===== config.mk =====
export PLATFORM = sky130hd
export DESIGN_NAME = dual_arm_retract_seq
export DESIGN_NICKNAME = d
export VERILOG_FILES = /design/src/rtl/retract_seq_pkg.sv /design/src/rtl/retract_arm_branch.sv /design/src/rtl/retract_join.sv /design/src/rtl/dual_arm_retract_seq.sv
export SDC_FILE = /design/constraint.sdc
export NUM_CORES = 1
export LEC_CHECK = 0
export BUFFER_PORTS_ARGS = -buffer_cell sky130_fd_sc_hd__buf_2
export CORE_AREA = 10 10 47 49
export DETAILED_ROUTE_END_ITERATION = 8
export DIE_AREA = 0 0 57 59
export PLACE_DENSITY = 0.67
export SYNTH_ARGS = -nofsm -noshare
export SYNTH_HDL_FRONTEND = slang
export SYNTH_HIERARCHICAL = 1
export SYNTH_SLANG_ARGS = --single-unit

===== constraint.sdc =====
create_clock -name clk -period 2.8 [get_ports clk]
set_clock_uncertainty 0.05 [all_clocks]
set_input_delay 0.56 -clock clk [delete_from_list [all_inputs] [get_ports clk]]
set_output_delay 0.56 -clock clk [all_outputs]
set_load 0.01 [all_outputs]

===== src/rtl/retract_seq_pkg.sv =====
package retract_seq_pkg;
  localparam int unsigned ARM_COUNT = 2;
  localparam int unsigned ARM_A = 0;
  localparam int unsigned ARM_B = 1;
endpackage


===== src/rtl/retract_arm_branch.sv =====
module retract_arm_branch #(
  parameter int unsigned POS_W = 12,
  parameter logic [POS_W-1:0] LIMIT = POS_W'(100)
) (
  input  logic             clk,
  input  logic             rst_n,
  input  logic             launch_i,
  input  logic             clear_i,
  input  logic [POS_W-1:0] pos_i,
  output logic             retract_o,
  output logic             stop_o,
  output logic             finished_o,
  output logic             active_o
);
  logic wait_q, wait_d;
  logic cmpl_q, cmpl_d;
  logic arrived;
  logic wait_en, cmpl_en;

  assign arrived   = (pos_i <= LIMIT);
  assign retract_o = launch_i;
  assign stop_o    = wait_q & arrived;
  assign finished_o = cmpl_q | stop_o;
  assign active_o  = wait_q | cmpl_q;

  always_comb begin
    wait_en = launch_i | stop_o;
    wait_d  = launch_i;
    cmpl_en = stop_o | clear_i;
    cmpl_d  = ~clear_i & (cmpl_q | stop_o);
  end

  always_ff @(posedge clk or negedge rst_n) begin
    if (!rst_n) begin
      wait_q <= 1'b0;
    end else if (wait_en) begin
      wait_q <= wait_d;
    end
  end

  always_ff @(posedge clk or negedge rst_n) begin
    if (!rst_n) begin
      cmpl_q <= 1'b0;
    end else if (cmpl_en) begin
      cmpl_q <= cmpl_d;
    end
  end
endmodule


===== src/rtl/retract_join.sv =====
module retract_join #(
  parameter int unsigned N = 2
) (
  input  logic [N-1:0] finished_i,
  input  logic [N-1:0] active_i,
  input  logic         start_i,
  output logic         done_o,
  output logic         launch_o
);
  assign done_o   = &finished_i;
  assign launch_o = start_i & ~(|active_i);
endmodule


===== src/rtl/dual_arm_retract_seq.sv =====
module dual_arm_retract_seq #(
  parameter int unsigned POS_W = 12,
  parameter logic [POS_W-1:0] RETRACT_LIMIT = POS_W'(100)
) (
  input  logic             clk,
  input  logic             rst_n,
  input  logic             start_i,
  input  logic [POS_W-1:0] pos_a_i,
  input  logic [POS_W-1:0] pos_b_i,
  output logic             retract_a_o,
  output logic             retract_b_o,
  output logic             stop_a_o,
  output logic             stop_b_o,
  output logic             done_o
);
  import retract_seq_pkg::*;

  logic [POS_W-1:0]     pos_v [ARM_COUNT];
  logic [ARM_COUNT-1:0] retract_v, stop_v, fin_v, act_v;
  logic                 launch, done;

  assign pos_v[ARM_A] = pos_a_i;
  assign pos_v[ARM_B] = pos_b_i;

  retract_join #(.N(ARM_COUNT)) u_join (
    .finished_i(fin_v),
    .active_i  (act_v),
    .start_i   (start_i),
    .done_o    (done),
    .launch_o  (launch)
  );

  for (genvar g = 0; g < ARM_COUNT; g++) begin : g_arm
    retract_arm_branch #(.POS_W(POS_W), .LIMIT(RETRACT_LIMIT)) u_branch (
      .clk       (clk),
      .rst_n     (rst_n),
      .launch_i  (launch),
      .clear_i   (done),
      .pos_i     (pos_v[g]),
      .retract_o (retract_v[g]),
      .stop_o    (stop_v[g]),
      .finished_o(fin_v[g]),
      .active_o  (act_v[g])
    );
  end

  assign retract_a_o = retract_v[ARM_A];
  assign retract_b_o = retract_v[ARM_B];
  assign stop_a_o    = stop_v[ARM_A];
  assign stop_b_o    = stop_v[ARM_B];
  assign done_o      = done;
endmodule


# After elaboration in Yosys (flattened, before gate mapping)
# Cells that the tools add are included.
# totals
regBits	4
in_bits	27
output_inout_bits	5
word_cells	23
# classes
order_cmp	2
bitwise_logic	15
n_reduce_logical	2
# ops
cell	count
12-bit by 7-bit less-or-equal comparator with 1-bit output, second input constant	2
1-bit OR	8
1-bit AND	5
1-bit inverter	2
2-bit AND reduction	1
2-bit OR reduction	1

# Depth between registers and ports, before layout
# logic_depth
word_depth	6
depth_mapped	7
depth_no_buf	7

# By module
# Netlist, hierarchy kept.
# modules_own_cells
module	instances	cells_per_inst	area_per_inst_um2	seq_area_each_um2
retract_arm_branch	2	16	175.2	50.0
retract_join	1	2	18.8	0.0

# Worst setup path before layout
# OpenSTA, ideal clock, no wires.
# synth_path
kind	input-to-output
from	input port pos_a_i[0]
to	output port done_o
t_arrival_ns	1.374
required_time_ns	2.190
setup_slack_ns	0.816
path_stages	4
path_buffers	0
path_cell_list	o21a_1 -> o311ai_4 -> a41o_1 -> and2_1
# synth_via
elab_chain_cells	4
# synth_rtl
element	line	text
start, declared	dual_arm_retract_seq.sv:8	input logic [POS_W-1:0] pos_a_i,
12-bit by 7-bit less-or-equal comparator with 1-bit output	retract_arm_branch.sv:20	assign arrived = (pos_i <= LIMIT);
1-bit AND	retract_arm_branch.sv:22	assign stop_o = wait_q & arrived;
1-bit OR	retract_arm_branch.sv:23	assign finished_o = cmpl_q | stop_o;
net fin_v[0]	dual_arm_retract_seq.sv:19	logic [ARM_COUNT-1:0] retract_v, stop_v, fin_v, act_v;
2-bit AND reduction	retract_join.sv:10	assign done_o = &finished_i;
end, declared	dual_arm_retract_seq.sv:14	output logic done_o
# The timed path passes the listed nets, and every way through them passes these cells.

# Final worst setup path
# Same ends and word-level chain as after synthesis.

==> results.yml <==
setup_path:
  r2r_start: "g_arm[1].u_branch/wait_q$_DFFE_PN0P_"
  cp_slowest_stage_delay_ns: 0.27
  cp.required_ns: 2.19
  reg2reg_depth: 4
  cp.arrival_ns: 1.64
  crit_fanout: 4
  crit_path_end_kind: "output pin"
  cp_common_cell: "buf_2"
  path_class: "input pin to output pin"
  crit_path_start_kind: "input pin"
  critPathSlowestCell: "o311ai_4"
  path_cells: "buf_2 > o21a_1 > o311ai_4 > a41o_1 > and2_1 > buf_2"
  rr_endpoint: "g_arm[1].u_branch/wait_q$_DFFE_PN0P_"
  reg2reg_slack_ns: 1.32
sta:
  hold_viol_final: 0
  final-setup-viol-count: 0
  postLayoutSetupSlackWorst_ns: 0.553
  period_share: 0.802
  max_slew.worst_pin.slew_ns: 0.436
  drv_slew: 0
  max-slew-margin-rel: 0.708
  tns_ns: 0
  post-route-min-period_ns: 2.25
  maxClockFrequency_mhz: 445
  grt_setup_unrepaired: "false"
  hold_ws_ns: 0.0740
global_routing:
  grt_max_degree: 7
  grt_pass1_vias: 417
  grt_pass1_wl_mm: 1.77
  grt-ovfl-total: 0
  antenna_found_initial: 0
  grt.total_usage: 0.0681
floorplan:
  rows: 14
  ios: 32
  core_area_um2: 1400
  die_y_um: 59
  die_w_um: 57
  initial_core_util: 0.263
  dieArea_um2: 3360
clock_network:
  numCtsBuffers: 3
  cts_tree: "yes"
  numClockSinks: 4
  clock_path_buffers: 2
  cts_root_buf: "clkbuf_4"
  cts-htree-levels: 1
  cts_setup_buffers: 0
  insertion_delay_ns: 0.23
  clk_transition_reported_paths_ns: 0.04
  post_cts_resized: 0
  holdBufCountCts: 0
logic_synthesis:
  synth_edf_count: 0
  ys_types: 14
  ys_seq_area_frac: 0.271
  yosys_warnings: 6
  yosysTopAreaCellShare: 0.271
  post-synth-top-area-cell: "dfrtp_1"
  synthTopCellsByArea: "dfrtp_1 27%, o311ai_4 14%, nor3b_2 10%"
  ys.flop_type: "dfrtp_1"
  synthArstFlopShare: 1.00
  synth_area_um2: 369
  syn-instance-count: 34
  avgSynthCellArea_um2: 10.9
  synth_nets: 61
  yosys_register_bits: 4
  synth_common_cells: "4 x and4_1, 4 x dfrtp_1, 4 x inv_1"
layout:
  nets: 95
  drive_above_1_share: 0.652
  syn_to_final_growth_pct: 49.5
  antennaDiodeCount: 0
placement:
  io_buffers: 31
  hpwl_mm: 1.07
  routabilityCongestion: 0.651
  dp_slack_ns: 0.546
route:
  routed_via_density: 4.82
  via_count: 395
  ant_nets: 0
  dr.pass1.iters: 4
  route.detailed.drc: 0
  drt_iter0_drc: 8
  routed_wl_mm: 1.17
  post_drt_wl_per_cell_um: 14.2
job:
  drv_cap: 0
power_and_ir_drop:
  powerDensity_nw_per_um2: 547
  ir_drop_v: 0.000256
  p_leak_nw: 0.280
run_status:
  status: "complete, no violations"
worst_hold_path:
  hold_class: "input pin to async pin"
[state kept, by name (all words and copies together) (netlist names)]
signal,flops
g_arm.u_branch/wait_q,2
g_arm.u_branch/cmpl_q,2
[cells by family (layout without fill, tap and decap cells)]
group           Yosys count  in the layout  synth area share
simple gates             14             14             0.336
compound gates           10             10             0.312
buf+inv                   6             38            0.0813
flops                     4              4             0.271
[layout make-up]
| cell class | instances | area, um^2 |
|---|---|---|
| Clock buffer | 3 | 22.5 |
| Fill cell | 152 | 850 |
| Inverter | 4 | 15.0 |
| Multi-Input combinational cell | 24 | 239 |
| Sequential cell | 4 | 100 |
| Tap cell | 16 | 20.0 |
| Timing Repair Buffer | 31 | 155 |
[per-stage QoR]
stage	power (mW)	instance area [um^2]	cells	util
after CTS	0.309	552	82	0.394
after global placement	0.231	529	79	0.378
after floorplan	0.191	369	34	-
final	0.302	552	82	0.394
after detailed placement	0.235	529	79	0.378
after global routing	0.330	552	82	0.394
[where the power goes]
group | internal [mW] | switching, mW
combinational | 0.0672 | 0.0547
sequential | 0.0861 | 0.0237
clock | 0.0479 | 0.0224
total | 0.201 | 0.101
[routing by layer]
layer,share of wire,up-vias,global-route usage,routed length (um)
met5,0,-,0,0
met1,0.29,188,0.0504,340
met4,0,0,0.0403,0
met3,0.053,0,0.0322,62
li1,-,197,-,-
met2,0.65,10,0.136,762
[layout by cell type (no fill, tap or decap), drive strengths merged, types with 3 or more instances in the layout]
master / count
buf: 31
nor3b: 3
clkbuf: 3
inv: 4
dfrtp: 4
and4: 4
[worst max path at each step]
stage                          start     end  slack [ns]  cells past startpoint
after CTS                 pos_a_i[0]  done_o        0.55                      6
after global placement    pos_b_i[0]  done_o        0.56                      6
after global routing      pos_a_i[0]  done_o        0.47                      6
after floorplan           pos_a_i[0]  done_o        0.82                      4
after detailed placement  pos_a_i[0]  done_o        0.55                      6
final                     pos_a_i[0]  done_o        0.55                      6
[worst max-delay path: cells and delay by family]
kind	cells	cell delay [ns]
compound gates	3	0.68
simple gates	1	0.15
buf+inv	2	0.24
(Power assumes the default switching activity.)
